<file path="src/rtl/byte_mixcol_pkg.sv">
package byte_mixcol_pkg;
  localparam int BYTE_W = 8;
  localparam int ROWS   = 4;
  localparam logic [BYTE_W-1:0] REDUCE_POLY = 8'h1b;

  typedef logic [ROWS-1:0][BYTE_W-1:0] column_t;

  typedef struct packed {
    logic shiftIn;   // accept a byte into the gather register
    logic colDone;   // fourth byte present: compute column
    logic loadOut;   // move aligned column into serializer
    logic shiftOut;  // advance serializer by one byte
  } ctlStrobes_t;

  function automatic logic [BYTE_W-1:0] gfDouble(input logic [BYTE_W-1:0] b);
    gfDouble = {b[BYTE_W-2:0], 1'b0} ^ (b[BYTE_W-1] ? REDUCE_POLY : '0);
  endfunction
endpackage

</file>
<file path="src/rtl/byte_mixcol_ctrl.sv">
module byte_mixcol_ctrl
  import byte_mixcol_pkg::*;
#(
  parameter int LATENCY = 10
) (
  input  logic        clk,
  input  logic        rst,
  input  logic        inValid,
  output ctlStrobes_t strobes,
  output logic        outValid
);
  localparam int CNT_W  = $clog2(ROWS);
  localparam int STAGES = LATENCY - 3;

  logic [CNT_W-1:0]  rowCnt;
  logic [CNT_W-1:0]  remain;
  logic [STAGES-1:0] vPipe;
  logic              colDone;

  assign colDone = inValid && (rowCnt == CNT_W'(ROWS - 1));

  always_ff @(posedge clk) begin
    if (rst) begin
      rowCnt <= '0;
    end else if (inValid) begin
      rowCnt <= colDone ? '0 : rowCnt + 1'b1;
    end
  end

  always_ff @(posedge clk) begin
    if (rst) vPipe <= '0;
    else     vPipe <= {vPipe[STAGES-2:0], colDone};
  end

  always_ff @(posedge clk) begin
    if (rst) begin
      remain   <= '0;
      outValid <= 1'b0;
    end else if (vPipe[STAGES-1]) begin
      remain   <= CNT_W'(ROWS - 1);
      outValid <= 1'b1;
    end else if (remain != '0) begin
      remain   <= remain - 1'b1;
      outValid <= 1'b1;
    end else begin
      outValid <= 1'b0;
    end
  end

  always_comb begin
    strobes.shiftIn  = inValid;
    strobes.colDone  = colDone;
    strobes.loadOut  = vPipe[STAGES-1];
    strobes.shiftOut = !vPipe[STAGES-1] && (remain != '0);
  end
endmodule

</file>
<file path="src/rtl/byte_mixcol_dp.sv">
module byte_mixcol_dp
  import byte_mixcol_pkg::*;
#(
  parameter int LATENCY = 10
) (
  input  logic              clk,
  input  logic              rst,
  input  ctlStrobes_t       strobes,
  input  logic [BYTE_W-1:0] inByte,
  input  logic              bypass,
  output logic [BYTE_W-1:0] outByte
);
  localparam int STAGES = LATENCY - 3;

  logic [BYTE_W-1:0] gather [ROWS-1];
  logic [BYTE_W-1:0] hold   [ROWS-1];
  column_t           colIn;
  column_t           mixed;
  column_t           pipe   [STAGES];

  always_ff @(posedge clk) begin
    if (strobes.shiftIn) begin
      for (int r = 0; r < ROWS - 2; r++) gather[r] <= gather[r+1];
      gather[ROWS-2] <= inByte;
    end
  end

  always_comb begin
    for (int r = 0; r < ROWS - 1; r++) colIn[r] = gather[r];
    colIn[ROWS-1] = inByte;
  end

  for (genvar r = 0; r < ROWS; r++) begin : g_row
    localparam int R1I = (r + 1) % ROWS;
    localparam int R2I = (r + 2) % ROWS;
    localparam int R3I = (r + 3) % ROWS;
    assign mixed[r] = gfDouble(colIn[r]) ^ gfDouble(colIn[R1I]) ^ colIn[R1I]
                    ^ colIn[R2I] ^ colIn[R3I];
  end

  always_ff @(posedge clk) begin
    if (strobes.colDone) pipe[0] <= bypass ? colIn : mixed;
    for (int s = 1; s < STAGES; s++) pipe[s] <= pipe[s-1];
  end

  always_ff @(posedge clk) begin
    if (rst) begin
      outByte <= '0;
    end else if (strobes.loadOut) begin
      outByte <= pipe[STAGES-1][0];
    end else if (strobes.shiftOut) begin
      outByte <= hold[0];
    end
  end

  always_ff @(posedge clk) begin
    if (strobes.loadOut) begin
      for (int r = 0; r < ROWS - 1; r++) hold[r] <= pipe[STAGES-1][r+1];
    end else if (strobes.shiftOut) begin
      for (int r = 0; r < ROWS - 2; r++) hold[r] <= hold[r+1];
    end
  end
endmodule

</file>
<file path="src/rtl/byte_mixcol_top.sv">
module byte_mixcol_top
  import byte_mixcol_pkg::*;
#(
  parameter int LATENCY = 10
) (
  input  logic       clk,
  input  logic       rst,
  input  logic       inValid,
  input  logic [7:0] inByte,
  input  logic       bypass,
  output logic       outValid,
  output logic [7:0] outByte
);
  ctlStrobes_t strobes;

  byte_mixcol_ctrl #(.LATENCY(LATENCY)) u_ctrl (
    .clk     (clk),
    .rst     (rst),
    .inValid (inValid),
    .strobes (strobes),
    .outValid(outValid)
  );

  byte_mixcol_dp #(.LATENCY(LATENCY)) u_dp (
    .clk    (clk),
    .rst    (rst),
    .strobes(strobes),
    .inByte (inByte),
    .bypass (bypass),
    .outByte(outByte)
  );
endmodule

</file>
<file path="config.mk">
export PLATFORM = sky130hd
export DESIGN_NAME = byte_mixcol_top
export DESIGN_NICKNAME = d
export VERILOG_FILES = /design/src/rtl/byte_mixcol_pkg.sv /design/src/rtl/byte_mixcol_ctrl.sv /design/src/rtl/byte_mixcol_dp.sv /design/src/rtl/byte_mixcol_top.sv
export SDC_FILE = /design/constraint.sdc
export NUM_CORES = 1
export LEC_CHECK = 0
export BUFFER_PORTS_ARGS = -buffer_cell sky130_fd_sc_hd__buf_2
export CAP_MARGIN = 30
export CORE_ASPECT_RATIO = 0.75
export CORE_MARGIN = 1.5
export CORE_UTILIZATION = 43
export CTS_CLUSTER_SIZE = 40
export DETAILED_ROUTE_END_ITERATION = 7
export GPL_TIMING_DRIVEN = 0
export MAX_ROUTING_LAYER = met4
export PLACE_DENSITY = 0.67
export SYNTH_ARGS = -nofsm -noshare
export SYNTH_HDL_FRONTEND = slang
export SYNTH_HIERARCHICAL = 1
export SYNTH_SLANG_ARGS = --single-unit
</file>
<file path="constraint.sdc">
create_clock -name clk -period 1.7 [get_ports clk]
set_input_delay 0.34 -clock clk [delete_from_list [all_inputs] [get_ports clk]]
set_output_delay 0.34 -clock clk [all_outputs]
set_load 0.01 [all_outputs]
</file>
==> results.json, run 1 <==
{
  "status": "finished, final reports clean",
  "cp.arrival_ns": 1.90,
  "power_uw": 16200,
  "met2_usage_pct": 17.5,
  "grt_max_degree": 33,
  "drt-pass1-iter-count": 4,
  "synth_nets": 571,
  "fin_crit_sh_pct": 97.5,
  "yosysWarningCount": 6,
  "clk_pin_slew_ns": 0.06,
  "cts_made_buffers": 24,
  "coreArea_mm2": 0.0194,
  "synth_edf_count": 80,
  "dp_slack_ns": -0.272,
  "avgSynthCellArea_um2": 15.4,
  "fp.dieH_um": 125,
  "grt-ovfl-total": 0,
  "slew_headroom_pct": 62.4,
  "vdd_ir_drop_max_mv": 0.986,
  "fin_skew_ns": 0.0115,
  "r2r_start": "u_dp/gather[0][15]",
  "worst_pin_slew_ns": 0.564,
  "synth-main-ff-cell": "dfxtp_1",
  "use_met3_pct": 2.91,
  "grt-busiest-layer": "met2",
  "fin_ws_ns": 0.0419,
  "maxSlewViolCount": 0,
  "hold_viol": 0,
  "viasPerCell": 4.28,
  "htree_levels": 1,
  "detail-route-antenna-nets": 0,
  "critPathRequiredTime_ns": 1.94,
  "antenna_found_initial": 0,
  "power_density_mw_per_mm2": 1600,
  "crit_path_start_kind": "register",
  "gp_congestion": 0.835,
  "worstSkewPairLatency_ns": 0.51,
  "final.setup.tns_ns": 0,
  "die_area_mm2": 0.0208,
  "holdCritPathClass": "input pin to register",
  "cp-end-kind": "register",
  "yosys.area.top_type": "dfxtp_1",
  "post_drt_wl_per_cell_um": 13.5,
  "cts_num_sinks": 292,
  "rows": 44,
  "leakagePower_uw": 0.00388,
  "port_buffers": 19,
  "yosysSeqAreaShare_pct": 77.4,
  "syn_to_final_growth_pct": 17.8,
  "n_fill_cell": 1565,
  "grt_pass1_vias": 3790,
  "dieWidth_um": 166,
  "critPathKind": "register to register",
  "track_usage_pct": 11.8,
  "drive_gt1_share_pct": 20.5,
  "maxCapViolations": 0,
  "num_io_pins": 21,
  "detailed_place_hpwl_um": 7440,
  "hold_start": "inByte[7]",
  "path_max_fanout": 8,
  "ff2ff_setup_slack_ns": 0.04,
  "clockBufferDepth": 3,
  "yosysMostFrequentCell": "dfxtp_1",
  "synth_cell_type_count": 27,
  "drtIter0Drc": 317,
  "startpoint": "u_dp/gather[0][15]",
  "cts-hold-fix-buffers": 0,
  "diodes": 0,
  "cts_tree": "done",
  "postSynth.asyncResetShare_pct": 0,
  "netlist_top_cells_area": "dfxtp_1, edfxtp_1, xnor2_1",
  "post-route-drc-count": 0,
  "grt_pass1_wl_um": 19100,
  "seq_area_mm2": 0.00665,
  "routed_wl_um": 11900,
  "initial_utilization_pct": 44.2,
  "fmax_mhz": 603,
  "use_met1_pct": 15.8,
  "syn_inst": 557,
  "setup_viol": 0,
  "vias": 3759,
  "yosysTopAreaCellShare_pct": 49.4,
  "cts_root_buf": "clkbuf_16",
  "ys_seq_elements": 292,
  "synth_top_cells_by_count": "dfxtp_1, xnor2_1, edfxtp_1, nand2_1, nor2_1",
  "fin_nets": 621,
  "period_needed_ns": 1.66,
  "syn_area_mm2": 0.00859,
  "multi_input_area_mm2": 0.00194
}
[logic make-up after synthesis]
| group | share of synthesized area, % |
|---|---|
| fa+ha+maj | 0.291 |
| compound gates | 2.38 |
| simple gates | 2.87 |
| mux | 3.83 |
| xor+xnor | 11.8 |
| buf+inv | 1.40 |
| flops | 77.4 |
[cell usage in the layout (no fill, tap or decap), drive strengths merged, types with 2 or more instances in the layout]
| cell type | synthesis | routed |
|---|---|---|
| inv | 3 | 6 |
| edfxtp | 80 | 80 |
| nor2b | 7 | 7 |
| clkbuf | 7 | 39 |
| ha | 2 | 2 |
| bufinv | 0 | 3 |
| xnor2 | 87 | 87 |
| o21ai | 29 | 29 |
| dfxtp | 212 | 212 |
| clkinvlp | 0 | 3 |
| a21oi | 11 | 11 |
| nand2 | 29 | 29 |
| mux2 | 20 | 20 |
| clkinv | 0 | 3 |
| xor2 | 21 | 21 |
| buf | 15 | 38 |
| nor2 | 20 | 20 |
| mux2i | 10 | 10 |
[layout make-up]
type                    count  area share [%]
clock inverters            12            1.56
well taps                 253            3.13
inverters                   3           0.111
repair buffers             26            1.83
flip-flops and latches    292            65.7
clock buffers              32            7.16
plain buffers              20            1.26
multi-input cells         240            19.2
[sequential cells by signal (all words and copies together) (netlist names)]
signal	count
u_ctrl/outValid	1
u_ctrl/rowCnt	2
u_dp/hold	24
u_ctrl/remain	2
u_dp/pipe	224
u_ctrl/vPipe	7
u_dp/gather	24
u_dp/outByte	8
[report_power, final]
group | switching [uW] | internal [uW]
clock | 2360 | 3490
combinational | 1150 | 1340
sequential | 174 | 7690
[critical path: stages (launching register included)]
cell and delay, ns:
edfxtp_1 0.39, buf_4 0.21, xnor2_2 0.16, xnor2_2 0.16, xnor2_1 0.15, mux2_2 0.31
[worst paths after layout]
path	cells past startpoint	end
max reg2reg	5	u_dp/pipe[0][4]
max	5	u_dp/pipe[0][4]
min	1	u_dp/gather[0][23]
min reg2reg	0	u_dp/pipe[3][16]
[routing by layer]
layer | up-vias | wire length (um)
met5 | - | 0
met2 | 84 | 5070
met1 | 1715 | 5860
li1 | 1931 | -
met4 | 0 | 321
met3 | 29 | 604
[timing repair]
| action | CTS | global route |
|---|---|---|
| cloned | 1 | 0 |
| pin swaps | 1 | 1 |
| endpoints found under the setup margin | 31 | 22 |
| resized for setup | 17 | 12 |
| setup buffers | 6 | 0 |
[stage by stage]
step | hold WS (ns) | instances | util, % | area (um2)
after floorplan | 0.310 | 557 | - | 8600
after global placement | 0.310 | 829 | 46.4 | 9010
after detailed placement | 0.312 | 829 | 46.4 | 9010
after CTS | 0.00561 | 879 | 51.7 | 10000
after global routing | 0.0177 | 878 | 52.1 | 10100
final | 0.0225 | 878 | 52.1 | 10100
No activity file was read; power rests on OpenSTA's default activity.
==> run 2, diff against run 1 <==
Settings changed: CTS_BUF_LIST set to sky130_fd_sc_hd__clkbuf_8.
==> results.json, run 2 (synthesis gave the netlist of run 1 again) <==
{
  "status": "finished, final reports clean",
  "diodes": 0,
  "gp_congestion": 0.835,
  "met2_length_um": 5320,
  "post-route-drc-count": 0,
  "top_register": "u_dp/pipe",
  "vdd_ir_drop_max_mv": 0.852,
  "antenna_found_initial": 0,
  "n_fill_cell": 1613,
  "cp_cell_sequence": "inv_2 > ha_4 > nor2_4 > nand2b_4 > buf_6 > buf_12 > buf_8 > mux2_4",
  "grt_max_degree": 33,
  "drive_gt1_share_pct": 21.8,
  "port_buffers": 19,
  "die_area_mm2": 0.0208,
  "fmax_mhz": 604,
  "path_max_fanout": 5,
  "critPathRequiredTime_ns": 1.96,
  "rsz0062_at_grt": "yes",
  "vias": 3845,
  "fin_area_mm2": 0.0101,
  "worstSkewPairLatency_ns": 0.52,
  "p_clk_share_pct": 33.5,
  "num_io_pins": 21,
  "drt-pass1-iter-count": 4,
  "hold_start": "inByte[7]",
  "post_drt_wl_per_cell_um": 13.4,
  "power_frac_comb_pct": 16.2,
  "grt_pass1_wl_um": 20000,
  "maxCapViolations": 0,
  "grt_pass1_vias": 4016,
  "largestRegisters": "u_dp/pipe x224, u_dp/gather x24, u_dp/hold x24",
  "initial_utilization_pct": 44.2,
  "fin_crit_sh_pct": 97.3,
  "cts-hold-fix-buffers": 0,
  "htree_levels": 2,
  "final_common_cell": "dfxtp_1",
  "holdCritPathClass": "input pin to register",
  "largest_reg_flops": 224,
  "cts_tree": "done",
  "internal_power_uw": 11900,
  "met1Wirelength_um": 5950,
  "cpPeakStageDelay_ns": 0.34,
  "cpMaxStageDelayCell": "dfxtp_2",
  "rows": 44,
  "viasPerCell": 4.23,
  "grt-ovfl-total": 0,
  "clk_pin_slew_ns": 0.07,
  "p_seq_share_pct": 50.3,
  "cts_made_buffers": 40,
  "highest-signal-layer": "met4",
  "hold_depth": 1,
  "slew_headroom_pct": 61.9,
  "power_uw": 15600,
  "p_sw_share_pct": 24.1,
  "clockBufferDepth": 3,
  "track_usage_pct": 12.4,
  "r2r_end": "u_dp/hold[0][13]",
  "place_area_mm2": 0.00901,
  "leakagePower_uw": 0.00393,
  "crit_family": "buffers and inverters",
  "final_cell_mix": "dfxtp_1, edfxtp_1, xnor2_1, clkbuf_8, nand2_1",
  "syn_to_final_growth_pct": 17.1,
  "hold_viol": 0,
  "coreArea_mm2": 0.0194,
  "cts_root_buf": "clkbuf_8",
  "dieWidth_um": 166,
  "ff2ff_setup_slack_ns": 0.05,
  "p_switching_uw": 3770,
  "worstRegToRegCells": 8,
  "hold_path_end": "u_dp/gather[0][23]",
  "power_density_mw_per_mm2": 1550,
  "cts_num_sinks": 292,
  "crit_path_start_kind": "register",
  "detail-route-antenna-nets": 0,
  "fin_skew_ns": 0.0207,
  "cp.arrival_ns": 1.92,
  "drtIter0Drc": 258,
  "detailed_place_hpwl_um": 7440,
  "r2r_start": "u_ctrl/remain[0]",
  "final.setup.tns_ns": 0,
  "fin_nets": 638,
  "maxSlewViolCount": 0,
  "route.met3.wl_um": 730,
  "worst_pin_slew_ns": 0.571,
  "cp-end-kind": "register",
  "critPathKind": "register to register",
  "setup_viol": 0,
  "routed_wl_um": 12200,
  "crit_buf_inv": 4,
  "period_needed_ns": 1.65,
  "fp.dieH_um": 125
}
[run 2: cell types whose count changed in the layout (fill, tap and decap cells not counted), sizes merged]
cell      delta
buf          +1
bufinv       -2
clkbuf      +17
clkinv       +3
clkinvlp     -3
inv         +14
[run 2: area by class of cell]
cell class | instances | area [um2] | share of cell area, %
tap | 253 | 317 | 3.15
multi-input combinational | 240 | 1940 | 19.3
timing repair buffer | 27 | 193 | 1.92
sequential | 292 | 6650 | 66.1
buffer | 20 | 128 | 1.27
clock buffer | 49 | 674 | 6.71
clock inverter | 24 | 145 | 1.44
inverter | 3 | 11.3 | 0.112
[run 2: what timing repair did]
item,CTS,global route
setup endpoints to repair,34,34
resized for setup,19,8
gates cloned,1,0
endpoints found under the hold margin,0,0
pin swaps,2,1
buffers inserted,6,1
[run 2: worst reg2reg max path, stage by stage (launching register included)]
cell and delay (ns):
dfxtp_2 0.34, inv_2 0.05, ha_4 0.16, nor2_4 0.13, nand2b_4 0.06, buf_6 0.12
buf_12 0.12, buf_8 0.13, mux2_4 0.29
[run 2: power groups by stage]
stage | logic (uW) | clock network (uW) | registers (uW)
3_3_place_gp | 2020 | 0 | 7990
5_1_grt | 2730 | 5760 | 7910
3_5_place_dp | 2090 | 0 | 8010
4_1_cts | 2560 | 5400 | 7870
6_report | 2530 | 5230 | 7870
2_1_floorplan | 1610 | 0 | 8010
[run 2: worst max-delay path by stage]
stage | from | endpoint | slack [ns] | cells after the start
after floorplan | u_ctrl/remain[0] | u_dp/hold[0][10] | 0.005 | 8
after global placement | u_ctrl/vPipe[6] | u_dp/hold[0][14] | -0.23 | 4
after detailed placement | u_ctrl/vPipe[6] | u_dp/hold[0][13] | -0.27 | 4
after CTS | u_ctrl/remain[0] | u_dp/hold[0][13] | 0.008 | 9
after global routing | u_dp/gather[0][15] | u_dp/pipe[0][31] | -0.06 | 5
final | u_ctrl/remain[0] | u_dp/hold[0][13] | 0.05 | 8
[run 2: metrics by stage]
| step | utilization (%) | setup WS, ns | hold slack, ns | instances |
|---|---|---|---|---|
| 2_1_floorplan | - | 0.00534 | 0.310 | 557 |
| 3_3_place_gp | 46.4 | -0.232 | 0.310 | 829 |
| 3_5_place_dp | 46.4 | -0.272 | 0.312 | 829 |
| 4_1_cts | 51.4 | 0.00810 | 0.00425 | 908 |
| 5_1_grt | 51.7 | -0.0565 | 0.00669 | 908 |
| 6_report | 51.7 | 0.0456 | 0.0295 | 908 |
[run 2: metal layers]
metal  global-route usage, %  vias to the layer above
met3                    3.93                       17
met1                    15.8                     1760
met5                       -                        -
li1                        -                     1969
met2                    18.5                       99
met4                    4.45                        0
==> run 3, diff against run 2 <==
Settings changed: ABC_AREA set to 1, ABC_CLOCK_PERIOD_IN_PS set to 1700.
==> results.json, run 3 <==
{
  "leakagePower_uw": 0.00481,
  "yosys.area.top_type": "dfxtp_1",
  "crit_end": "u_dp/hold[0][14]",
  "holdCritPathClass": "input pin to register",
  "cpPeakStageDelay_ns": 0.33,
  "rsz0062_at_grt": "no",
  "port_buffers": 19,
  "startpoint": "u_ctrl/remain[0]",
  "synth-main-ff-cell": "dfxtp_1",
  "critPathKind": "register to register",
  "synth_nets": 819,
  "power_density_mw_per_mm2": 1480,
  "diodes": 0,
  "synth_cell_type_count": 27,
  "fin_crit_sh_pct": 95.4,
  "r2r_end": "u_dp/hold[0][14]",
  "largest_reg_flops": 224,
  "viasPerCell": 4.25,
  "die_area_mm2": 0.0224,
  "synth_top_cells_by_count": "nand2_1, dfxtp_1, edfxtp_1, inv_1, nand3_1",
  "final_util_pct": 51.1,
  "dieWidth_um": 172,
  "postSynth.asyncResetShare_pct": 0,
  "cp_cell_sequence": "inv_1 > ha_2 > nor2_2 > buf_6 > nand2_8 > clkbuf_16 > mux2_2",
  "yosysTopAreaCellShare_pct": 45.9,
  "top_register": "u_dp/pipe",
  "n_fill_cell": 1826,
  "cts_made_buffers": 40,
  "multi_input_area_mm2": 0.00219,
  "cp-end-kind": "register",
  "grt_max_degree": 33,
  "initial_utilization_pct": 43.8,
  "fp.dieH_um": 130,
  "clockBufferDepth": 3,
  "htree_levels": 2,
  "grt-ovfl-total": 0,
  "worstSkewPairLatency_ns": 0.52,
  "path_max_fanout": 8,
  "yosysWarningCount": 6,
  "rows": 46,
  "instances_no_fill": 1195,
  "fin_nets": 890,
  "syn_area_mm2": 0.00925,
  "cpMaxStageDelayCell": "dfxtp_2",
  "critPathRequiredTime_ns": 1.96,
  "netlist_top_cells_area": "dfxtp_1, edfxtp_1, nand2_1",
  "maxCapViolations": 0,
  "detailed_place_hpwl_um": 9090,
  "yosysMostFrequentCell": "nand2_1",
  "period_needed_ns": 1.62,
  "grt_pass1_vias": 4796,
  "drtIter0Drc": 295,
  "place_inst": 1112,
  "synth_edf_count": 80,
  "num_io_pins": 21,
  "cts_root_buf": "clkbuf_8",
  "grt_pass1_wl_um": 23000,
  "yosysSeqAreaShare_pct": 71.9,
  "syn_to_final_growth_pct": 16.7,
  "avgSynthCellArea_um2": 11.5,
  "status": "finished, final reports clean",
  "seq_area_mm2": 0.00665,
  "slew_headroom_pct": 58.8,
  "cts_num_sinks": 292,
  "r2r_start": "u_ctrl/remain[0]",
  "ys_seq_elements": 292,
  "cp.arrival_ns": 1.88,
  "fin_hold_ws_ns": 0.0957,
  "clk_pin_slew_ns": 0.06,
  "crit_path_start_kind": "register",
  "fmax_mhz": 616,
  "worst_pin_slew_ns": 0.618,
  "largestRegisters": "u_dp/pipe x224, u_dp/gather x24, u_dp/hold x24",
  "post-route-drc-count": 0,
  "post_drt_wl_per_cell_um": 11.9,
  "ff2ff_setup_slack_ns": 0.08,
  "setup_viol": 0,
  "coreArea_mm2": 0.0211,
  "cts_tree": "done",
  "track_usage_pct": 13.6,
  "vias": 5083,
  "detail-route-antenna-nets": 0,
  "final.setup.tns_ns": 0,
  "syn_inst": 805,
  "final_cell_mix": "nand2_1, dfxtp_1, edfxtp_1, inv_1, nand3_1",
  "vdd_ir_drop_max_mv": 0.578,
  "antenna_found_initial": 0,
  "drive_gt1_share_pct": 17.1,
  "worstRegToRegCells": 7,
  "routed_wl_um": 14300,
  "fin_skew_ns": 0.0153,
  "maxSlewViolCount": 0,
  "gp_congestion": 0.880,
  "hold_viol": 0,
  "final_common_cell": "nand2_1",
  "drt-pass1-iter-count": 5
}
==> run 3: changes by cell type after synthesis, moves of 10 or more <==
cell / previous run / this run
inv_1: 2 / 66
mux2i_1: 10 / 0
nand2_1: 29 / 214
nand3_1: 0 / 64
o21ai_1: 15 / 2
xnor2_1: 85 / 30
xor2_1: 17 / 30
==> run 3: area by class of cell <==
| cell class | count | area share, % |
|---|---|---|
| flip-flops and latches | 292 | 61.6 |
| inverters | 70 | 2.49 |
| repair buffers | 30 | 2.02 |
| clock buffers | 49 | 6.25 |
| plain buffers | 31 | 1.94 |
| multi-input cells | 411 | 20.3 |
| well taps | 288 | 3.34 |
| clock inverters | 24 | 2.09 |
==> run 3: layer usage <==
metal / up-vias / part of all wire, % / global-route usage, %
met2: 112 / 43 / 19.6
met5: - / 0 / -
li1: 2690 / - / -
met1: 2261 / 51 / 18.5
met3: 20 / 5.2 / 3.43
met4: 0 / 1.6 / 4.81
==> run 3: logic make-up (layout without fill, tap and decap cells) <==
logic type	count (synthesis)	after routing	share of synthesized area (%)
simple gates	312	312	13.8
flops	292	292	71.9
xor+xnor	60	60	5.68
buf+inv	102	204	5.06
mux	16	16	1.95
compound gates	21	21	1.39
fa+ha+maj	2	2	0.271
==> run 3: where the power goes <==
part | internal, uW | total (uW) | leakage [uW] | switching [uW]
Combinational | 1070 | 2340 | 0.00177 | 1280
Clock | 3270 | 5740 | 0.000502 | 2480
Sequential | 7730 | 7890 | 0.00254 | 156
Total | 12100 | 16000 | 0.00481 | 3910
==> run 3: worst max-delay path, delay by kind of cell, from the launching register on <==
kind	cells	cell delay (ns)
mux	1	0.26
buf+inv	3	0.36
flops	1	0.33
fa+ha+maj	1	0.19
simple gates	2	0.23
==> run 3: how the worst min path moves through the flow <==
stage,startpoint,endpoint,cells after the start
finish,inByte[5],u_dp/gather[0][21],1
global route,inByte[5],u_dp/gather[0][21],1
CTS,inByte[5],u_dp/gather[0][21],1
detailed placement,u_dp/pipe[1][10],u_dp/pipe[2][10],0
global placement,u_dp/pipe[3][3],u_dp/pipe[4][3],0
floorplan,u_dp/pipe[1][0],u_dp/pipe[2][0],0
==> run 3: stage by stage <==
| step | worst slack (ns) | cell area, um2 | total power [uW] |
|---|---|---|---|
| 3_3_place_gp | -0.335 | 9710 | 10000 |
| 2_1_floorplan | 0.00986 | 9250 | 9540 |
| 6_report | 0.0776 | 10800 | 16000 |
| 3_5_place_dp | -0.336 | 9710 | 10100 |
| 5_1_grt | 0.00667 | 10800 | 16900 |
| 4_1_cts | -0.000531 | 10700 | 16100 |
==> run 3: what timing repair did <==
item,4_1_cts,5_1_grt
pin swaps,1,1
endpoints found under the setup margin,32,17
hold endpoints to repair,4,0
gates resized for setup,5,12
buffers inserted,4,2
hold buffers,4,0
cloned,0,1
